==> src/rtl/dish_bus_ctrl.sv <==
module dish_bus_ctrl #(
  parameter int SLOT_HALVES  = 22,
  parameter int GAP_SLOTS    = 30,
  parameter int BURST_SLOTS  = 25,
  parameter int RX_END_SLOTS = 12,
  parameter int REPLY_SLOTS  = 300,
  parameter logic [15:0] DIV_INIT = 16'd1136
) (
  input  logic       clk,
  input  logic       rst_n,
  input  logic       wr_en,
  input  logic [3:0] wr_addr,
  input  logic [7:0] wr_data,
  input  logic [3:0] rd_addr,
  output logic [7:0] rd_data,
  output logic       busy,
  output logic       done,
  output logic       err,
  output logic       tone_out,
  output logic       pol_out,
  input  logic       rx_in
);
  localparam int BIT_H   = 3 * SLOT_HALVES;
  localparam int GAP_H   = GAP_SLOTS * SLOT_HALVES;
  localparam int BURST_H = BURST_SLOTS * SLOT_HALVES;
  localparam int END_H   = RX_END_SLOTS * SLOT_HALVES;
  localparam int REPLY_H = REPLY_SLOTS * SLOT_HALVES;
  localparam int THR_H   = BIT_H / 2;
  localparam int CW      = $clog2(BIT_H + GAP_H + BURST_H + END_H + REPLY_H + 1);

  typedef enum logic [2:0] {S_IDLE, S_TX, S_BURST, S_WAIT, S_RX, S_GAP} st_t;

  st_t           st;
  logic [15:0]   div_q, pre_cnt;
  logic          cont_q, want_q, reply_q, bmod_q;
  logic [7:0]    txbuf [8];
  logic [7:0]    rxbuf [8];
  logic [7:0]    perr_q, rsh;
  logic [3:0]    rx_cnt, bit_i, rbits;
  logic [2:0]    bidx, last_q;
  logic [CW-1:0] half, hcnt, lcnt;
  logic          rx_m, rx_s, rx_d;
  logic          gate;

  wire [15:0] div_m1  = (div_q == 16'd0) ? 16'd0 : div_q - 16'd1;
  wire        tick    = pre_cnt >= div_m1;
  wire [1:0]  cmd_op  = wr_data[7:6];
  wire        start   = wr_en && wr_addr == 4'hB && cmd_op != 2'b00 && st == S_IDLE;
  wire [7:0]  cur_b   = bmod_q ? 8'hFF : txbuf[bidx];
  wire        cur_bit = bit_i[3] ? ~^cur_b : cur_b[3'd7 - bit_i[2:0]];
  wire [CW-1:0] tone_len = cur_bit ? CW'(SLOT_HALVES) : CW'(2 * SLOT_HALVES);
  wire        rx_rise = rx_s & ~rx_d;
  wire        rx_fall = ~rx_s & rx_d;
  wire        nb      = hcnt < CW'(THR_H);
  wire        bad_par = ~^{rsh, nb};

  assign busy = st != S_IDLE;

  always_comb begin
    case (st)
      S_IDLE:  gate = cont_q;
      S_TX:    gate = half < tone_len;
      S_BURST: gate = 1'b1;
      default: gate = 1'b0;
    endcase
  end

  always_comb begin
    if (!rd_addr[3]) rd_data = rxbuf[rd_addr[2:0]];
    else if (rd_addr[2:0] == 3'd0) rd_data = {4'd0, rx_cnt};
    else if (rd_addr[2:0] == 3'd1) rd_data = perr_q;
    else rd_data = 8'd0;
  end

  always_ff @(posedge clk or negedge rst_n) begin
    if (!rst_n) begin
      pre_cnt  <= '0;
      tone_out <= 1'b0;
      rx_m     <= 1'b0;
      rx_s     <= 1'b0;
      rx_d     <= 1'b0;
    end else begin
      pre_cnt <= tick ? 16'd0 : pre_cnt + 16'd1;
      rx_m    <= rx_in;
      rx_s    <= rx_m;
      rx_d    <= rx_s;
      if (start) tone_out <= 1'b0;
      else if (tick) tone_out <= gate ? ~tone_out : 1'b0;
    end
  end

  always_ff @(posedge clk or negedge rst_n) begin
    if (!rst_n) begin
      div_q   <= DIV_INIT;
      cont_q  <= 1'b0;
      pol_out <= 1'b0;
      want_q  <= 1'b0;
      for (int i = 0; i < 8; i++) txbuf[i] <= 8'd0;
    end else if (wr_en) begin
      if (wr_addr == 4'h8) div_q[7:0] <= wr_data;
      if (wr_addr == 4'h9) div_q[15:8] <= wr_data;
      if (wr_addr == 4'hA) begin
        cont_q  <= wr_data[0];
        pol_out <= wr_data[1];
        want_q  <= wr_data[2];
      end
      if (!wr_addr[3] && st == S_IDLE) txbuf[wr_addr[2:0]] <= wr_data;
    end
  end

  always_ff @(posedge clk or negedge rst_n) begin
    if (!rst_n) begin
      st      <= S_IDLE;
      half    <= '0;
      bit_i   <= '0;
      bidx    <= '0;
      last_q  <= '0;
      bmod_q  <= 1'b0;
      reply_q <= 1'b0;
      done    <= 1'b0;
      err     <= 1'b0;
      rx_cnt  <= '0;
      perr_q  <= '0;
      rsh     <= '0;
      rbits   <= '0;
      hcnt    <= '0;
      lcnt    <= '0;
      for (int i = 0; i < 8; i++) rxbuf[i] <= 8'd0;
    end else if (start) begin
      st      <= (cmd_op == 2'b10) ? S_BURST : S_TX;
      half    <= '0;
      bit_i   <= '0;
      bidx    <= '0;
      last_q  <= (cmd_op == 2'b01) ? wr_data[2:0] : 3'd0;
      bmod_q  <= cmd_op == 2'b11;
      reply_q <= (cmd_op == 2'b01) && want_q;
      done    <= 1'b0;
      err     <= 1'b0;
      rx_cnt  <= '0;
      perr_q  <= '0;
    end else begin
      case (st)
        S_TX: if (tick) begin
          if (half == CW'(BIT_H - 1)) begin
            half <= '0;
            if (bit_i == 4'd8) begin
              bit_i <= '0;
              if (bidx == last_q) st <= reply_q ? S_WAIT : S_GAP;
              else bidx <= bidx + 3'd1;
            end else begin
              bit_i <= bit_i + 4'd1;
            end
          end else begin
            half <= half + CW'(1);
          end
        end
        S_BURST: if (tick) begin
          if (half == CW'(BURST_H - 1)) begin
            st   <= S_GAP;
            half <= '0;
          end else begin
            half <= half + CW'(1);
          end
        end
        S_GAP: if (tick) begin
          if (half == CW'(GAP_H - 1)) begin
            st   <= S_IDLE;
            half <= '0;
            done <= 1'b1;
          end else begin
            half <= half + CW'(1);
          end
        end
        S_WAIT: begin
          if (rx_s) begin
            st    <= S_RX;
            hcnt  <= '0;
            lcnt  <= '0;
            rbits <= '0;
          end else if (tick) begin
            if (half == CW'(REPLY_H - 1)) begin
              err  <= 1'b1;
              st   <= S_GAP;
              half <= '0;
            end else begin
              half <= half + CW'(1);
            end
          end
        end
        S_RX: begin
          if (rx_rise) begin
            hcnt <= '0;
            lcnt <= '0;
          end else if (rx_fall) begin
            lcnt <= '0;
            if (rbits == 4'd8) begin
              rbits <= '0;
              if (rx_cnt < 4'd8) begin
                rxbuf[rx_cnt[2:0]]  <= rsh;
                perr_q[rx_cnt[2:0]] <= bad_par;
                if (bad_par) err <= 1'b1;
                rx_cnt <= rx_cnt + 4'd1;
              end
            end else begin
              rsh   <= {rsh[6:0], nb};
              rbits <= rbits + 4'd1;
            end
          end else if (tick) begin
            if (rx_s) begin
              if (hcnt < CW'(THR_H)) hcnt <= hcnt + CW'(1);
            end else if (lcnt == CW'(END_H - 1)) begin
              if (rbits != 4'd0) err <= 1'b1;
              st   <= S_GAP;
              half <= '0;
            end else begin
              lcnt <= lcnt + CW'(1);
            end
          end
        end
        default: ;
      endcase
    end
  end
endmodule

==> config.mk <==
export PLATFORM = sky130hd
export DESIGN_NAME = dish_bus_ctrl
export DESIGN_NICKNAME = d
export VERILOG_FILES = /design/src/rtl/dish_bus_ctrl.sv
export SDC_FILE = /design/constraint.sdc
export NUM_CORES = 1
export LEC_CHECK = 0
export BUFFER_PORTS_ARGS = -buffer_cell sky130_fd_sc_hd__clkbuf_2
export CAP_MARGIN = 40
export CORE_MARGIN = 4
export CORE_UTILIZATION = 63
export DETAILED_ROUTE_END_ITERATION = 8
export PLACE_DENSITY = 0.8
export REMOVE_ABC_BUFFERS = 1
export SETUP_SLACK_MARGIN = 0.05
export SLEW_MARGIN = 10
export SYNTH_ARGS = -nofsm -noshare
export SYNTH_HDL_FRONTEND = slang
export SYNTH_SLANG_ARGS = --single-unit
==> constraint.sdc <==
create_clock -name clk -period 4.7 [get_ports clk]
set_input_delay 0.705 -clock clk [delete_from_list [all_inputs] [get_ports clk]]
set_output_delay 0.705 -clock clk [all_outputs]
set_load 0.02 [all_outputs]
# Yosys cells after proc, flatten, opt, wreduce, memory -nomap -nowiden
# Index checks and enable logic that the tools add are counted.
dict set report totals {
  ff_bits 247
  inputBits 20
  output_inout_bits 13
}
dict set report classes {
  add_sub_neg 10
  n_lt_le_gt_ge 13
  eq_ne 58
  mux 125
  n_bitwise 12
  reduce_logical 46
}
# op count
set op_table {}
lappend op_table {{$mux W13} 26}
lappend op_table {{$bwmux W64} 2}
lappend op_table {{$mux W8} 16}
lappend op_table {{$mux W3} 25}
lappend op_table {{$pmux W13 S5} 1}
lappend op_table {{$mux W4} 15}
lappend op_table {{$ne A3 B3 Y1 const B} 20}
lappend op_table {{$pmux W13 S2} 2}
lappend op_table {{$bmux W8 S3} 2}
lappend op_table {{$demux W8 S3} 2}
lappend op_table {{$ne A4 B4 Y1 const B} 12}
lappend op_table {{$add A13 B1 Y13 const B} 3}
lappend op_table {{$mux W16} 2}
lappend op_table {{$eq A13 B10 Y1 const B} 2}
lappend op_table {{$eq A4 B4 Y1 const B} 6}
lappend op_table {{$reduce_bool A2 Y1} 12}
lappend op_table {{$mux W1} 23}
lappend op_table {{$reduce_and A5 Y1} 4}
lappend op_table {{$add A16 B1 Y16 const B} 1}
lappend op_table {{$ge A16 B16 Y1} 1}
lappend op_table {{$ge A4 B4 Y1 const B} 4}
lappend op_table {{$logic_not A16 Y1} 1}
lappend op_table {{$not A3 Y4} 4}
lappend op_table {{$reduce_and A16 Y1} 1}
lappend op_table {{45 further kinds} 77}

# Longest topological paths before layout
dict set report depth {
  ltp_word 14
  ltp_mapped 18
}

# Worst setup path after synthesis
# OpenSTA, ideal clock, no wires.
dict set report synth_timing {
  path_type {register to register}
  start {reg div_q[13]}
  end {reg hcnt[4]}
  setup_ns 0.122
  arrival_time_ns 3.693
  required_ns 4.578
  path_slack_ns 0.886
  stages_incl_launch_ff 16
  path_buffers 3
  period_less_slack_ns 3.814
  cell_sequence {dfrtp_1 or4_1 or4_1 clkbuf_1 clkbuf_1 nand2_1 ha_1 a21o_1 a21o_1 a21oi_1 o21a_1 o21a_1 clkbuf_1 o21ai_1 and2_1 a32o_1}
}
dict set report synth_via {
  elab_chain_cells 5
  elab_cells_between_ends 6
}
# element line_no
set synth_lines {}
lappend synth_lines {{start, declared} 34} ;# logic [15:0] div_q, pre_cnt;
lappend synth_lines {{start signal, assigned} 101} ;# if (wr_addr == 4'h9) div_q[15:8] <= wr_data;
lappend synth_lines {{$sub A16 B1 Y16 or $logic_not A16 Y1 (tied branches)} 45} ;# wire [15:0] div_m1 = (div_q == 16'd0) ? 16'd0 : div_q - 16'd1;
lappend synth_lines {{$mux W16 *} 45}
lappend synth_lines {{$ge A16 B16 Y1 *} 46} ;# wire tick = pre_cnt >= div_m1;
lappend synth_lines {{$ne A3 B3 Y1 (no source line) *} n/a}
lappend synth_lines {{$reduce_and A7 Y1 (no source line) *} n/a}
lappend synth_lines {{end signal, assigned} 210} ;# if (hcnt < CW'(THR_H)) hcnt <= hcnt + CW'(1);
lappend synth_lines {{end, declared} 41} ;# logic [CW-1:0] half, hcnt, lcnt;
# Mark *: on every way between the ends. The rest lies on a longest branch, timed or not.
# A chain may end at the register's enable or synchronous reset.

# Final worst setup path
dict set report layout_timing {
  start {reg div_q[11]}
  end {reg hcnt[4]}
}
# The elaborated chain is that of the path after synthesis.

==> key figures <==
Logic synthesis
  – Area leader, netlist: dfrtp_1
  – Sequential fraction of the synthesis area: 45.93%
  – Top cells by area, synth: dfrtp_1, mux2_2, mux4_2
  – Average size of a mapped cell: between 10 and 15 sq um
  – Ys flop type: dfrtp_1
  – Cell count after synthesis: between 1000 and 1500
  – #FFs+latches synth: 247
  – Async set-reset flop share out of synthesis: between 90% and 100%
  – Post-synth top area share: between 40% and 50%
  – EDFF count, synth: 0
  – Ys Warns: 0
  – Netlist Area Pre-Place: ~13000 sq um
  – Netlist cell types: 72

Floorplanning
  – Core area: between 20000 and 25000 sq um
  – Die extent in x: around 150 um
  – Starting density of the core: between 60% and 70%
  – Die Height: roughly 150 um
  – Die footprint: roughly 24000 sq um
  – Row count: 53
  – I/O pin cnt: 33

Clock network
  – Clock buffer depth: 3
  – Root Buffer: clkbuf_16
  – CTS hold repair buffers: 0
  – CTS tree: yes
  – H-tree Lvls: 1
  – Resized cells post-CTS: 0
  – Clk pin slew, worst setup/hold paths: ~0.060 ns
  – Setup bufs post-CTS: 0
  – CTS Buf Count: 27
  – Worst-Skew Late Latency: between 0.5 and 0.6 ns
  – Clock sink count: between 200 and 250

Global routing
  – Vias in the first global route: between 9000 and 10000
  – Pin count of the biggest net entering global routing: 110
  – Total gr overflow: 0
  – First-pass GRT wire length: 49.34 mm
  – GRT Total Usage: between 20% and 30%
  – Initial antenna violation count: 0

STA
  – Final setup margin: about 0.45 ns
  – Slew Limit Headroom: a little over two fifths
  – Clk_skew: approximately 0.013 ns
  – RSZ-0062 raised after global routing: no
  – F_max: approximately 240 MHz
  – Final Max Slew Viols: 0
  – Worst-Margin Slew: ~0.85 ns
  – Fin. Hold Viols: 0
  – Tcrit/Tclk final: approximately 90%
  – Sum of negative setup slack: 0 ns
  – Endpoints failing setup: 0
  – Tmin final: 4.246 ns

Placement
  – Routability cong.: roughly 0.88
  – Placed wire-length estimate: between 15 and 20 mm
  – PortBufs: 32
  – Worst slack, placed: ~0.51 ns

Worst setup path
  – Required @ worst endpoint: around 5 ns
  – Crit path DAT: about 4.7 ns
  – Worst-path maximum fanout: 10
  – Critical Path Sink Type: register
  – Critical Setup Path Class: register to register
  – Crit start category: register

Flow run
  – Max-Cap Viols: 0

Routing
  – Total number of vias: about 9500
  – Pre-antenna DRT Iters: 5
  – Final WL: just under 30 mm
  – Remaining DRCs: 0
  – Final ANT Viol Nets: 0
  – Avg Vias per Cell: ~6.3
  – Routed WL per cell: 19.28 um
  – DRT iter0 DRCs: 518

Layout
  – Layout cell share with drive strength beyond 1: roughly a quarter
  – Register area: slightly above 6000 sq um
  – N_diodes: 0
  – Area of the multi-input gates: ~6900 sq um
  – Syn-to-layout area delta: 9.754%
  – Final nets: between 1000 and 1500
  – Finished Core Util: 70.32%
  – # fillers: about 1500

Pwr
  – Worst VDD drop: roughly 350 uV
  – Total power: just over 7 mW
  – Standby leakage power: 6.880 nW
  – PwrDens: ~480 nW/um^2

Worst hold path
  – Hold WC Path Type: primary input to asynchronous set/reset pin

Run status
  – Outcome: complete, no violations
==> metrics by stage <==
step	std cells	hold WS [ns]	cell area (sq um)
floorplan	1151	0.3312	13210
global placement	1475	0.3422	13860
detailed placement	1478	0.3418	13900
CTS	1526	0.2450	14780
global route	1526	0.2689	14780
finish	1526	0.2038	14780
==> placed cells by master, fill, tap and decap left out, types with 16 or more instances in the layout <==
master	instances
and3_1	18
mux2i_1	49
dfrtp_1	242
xor2_1	31
ha_1	36
nand2_1	88
xnor2_1	50
nand3_1	37
nand2b_1	16
clkbuf_2	31
buf_4	18
clkbuf_16	27
a21oi_1	20
inv_1	25
nor2_1	99
o21ai_0	54
mux2_2	151
mux4_2	28
nor2b_1	16
==> layout make-up <==
cell class,count,area share (%)
clock inverter,7,0.6009
timing repair buffer,52,2.285
multi-input combinational,879,46.90
inverter,25,0.6348
sequential,247,41.85
tap,275,2.328
clock buffer,41,5.400
==> cell families (layout without fill, tap and decap cells) <==
group / count (synthesis) / after routing / share of synthesized area (%)
compound gates: 159 / 159 / 7.627
xor+xnor: 81 / 81 / 5.267
fa+ha+maj: 36 / 36 / 3.344
buf+inv: 91 / 125 / 2.629
flops: 247 / 247 / 45.93
mux: 228 / 228 / 20.95
simple gates: 375 / 375 / 14.26
==> synthesized netlist by cell type (9+ instances only) <==
library cell,number
dfrtp_1,243
mux2_2,151
nor2_1,99
nand2_1,88
o21ai_0,54
xnor2_1,50
mux2i_1,49
clkbuf_1,48
nand3_1,37
ha_1,36
xor2_1,31
mux4_2,28
inv_1,25
a21oi_1,20
and3_1,18
nand2b_1,16
nor2b_1,16
nor3_1,14
o22ai_1,14
nand4_1,13
a31oi_1,9
and2_1,9
buf_2,9
==> where the power goes <==
part	internal, mW	total [mW]	switching, mW	leakage, nW
Combinational	1.02	2.15	1.13	3.17
Sequential	2.43	2.88	0.449	3.27
Clock	1.27	2.11	0.833	0.440
==> metal layers <==
metal  up-vias  wire length [um]  track usage (%)
met5         -                 0                0
met4         0               844            7.653
met3        56              1114            2.714
met2       244             14580            41.93
met1      4833             12880            34.83
li1       4411                 -                -
==> critical path, cell delays in order, from the launching register on <==
cell and delay, ns:
dfrtp_1 0.44, or4_1 0.53, or4_1 0.65, buf_4 0.22, and2_1 0.16, ha_1 0.26
nand2b_1 0.14, a21o_1 0.17, a21oi_1 0.13, o21a_1 0.23, o21a_1 0.38, o21ai_1 0.29
and2_1 0.28, a32o_1 0.25
==> sequential cells by signal (all words and copies together) (netlist names), 13 cells and up <==
register,cells
rxbuf,64
txbuf,64
div_q,16
pre_cnt,16
half,13
hcnt,13
lcnt,13
==> final timing paths <==
| path | startpoint | depth (start not counted) | end | slack [ns] |
|---|---|---|---|---|
| worst max-delay path | div_q[11] | 13 | hcnt[4] | 0.45 |
| worst min-delay path | rst_n | 1 | lcnt[7] | 0.20 |
| worst max register to register | div_q[11] | 13 | hcnt[4] | 0.45 |
| worst min register to register | rx_m | 0 | rx_s | 0.36 |
| max in group asynchronous | rst_n | 2 | bidx[2] | 3.17 |
| min in group clk | rx_in | 1 | rx_m | 0.30 |
No activity file was read; power rests on OpenSTA's default activity.
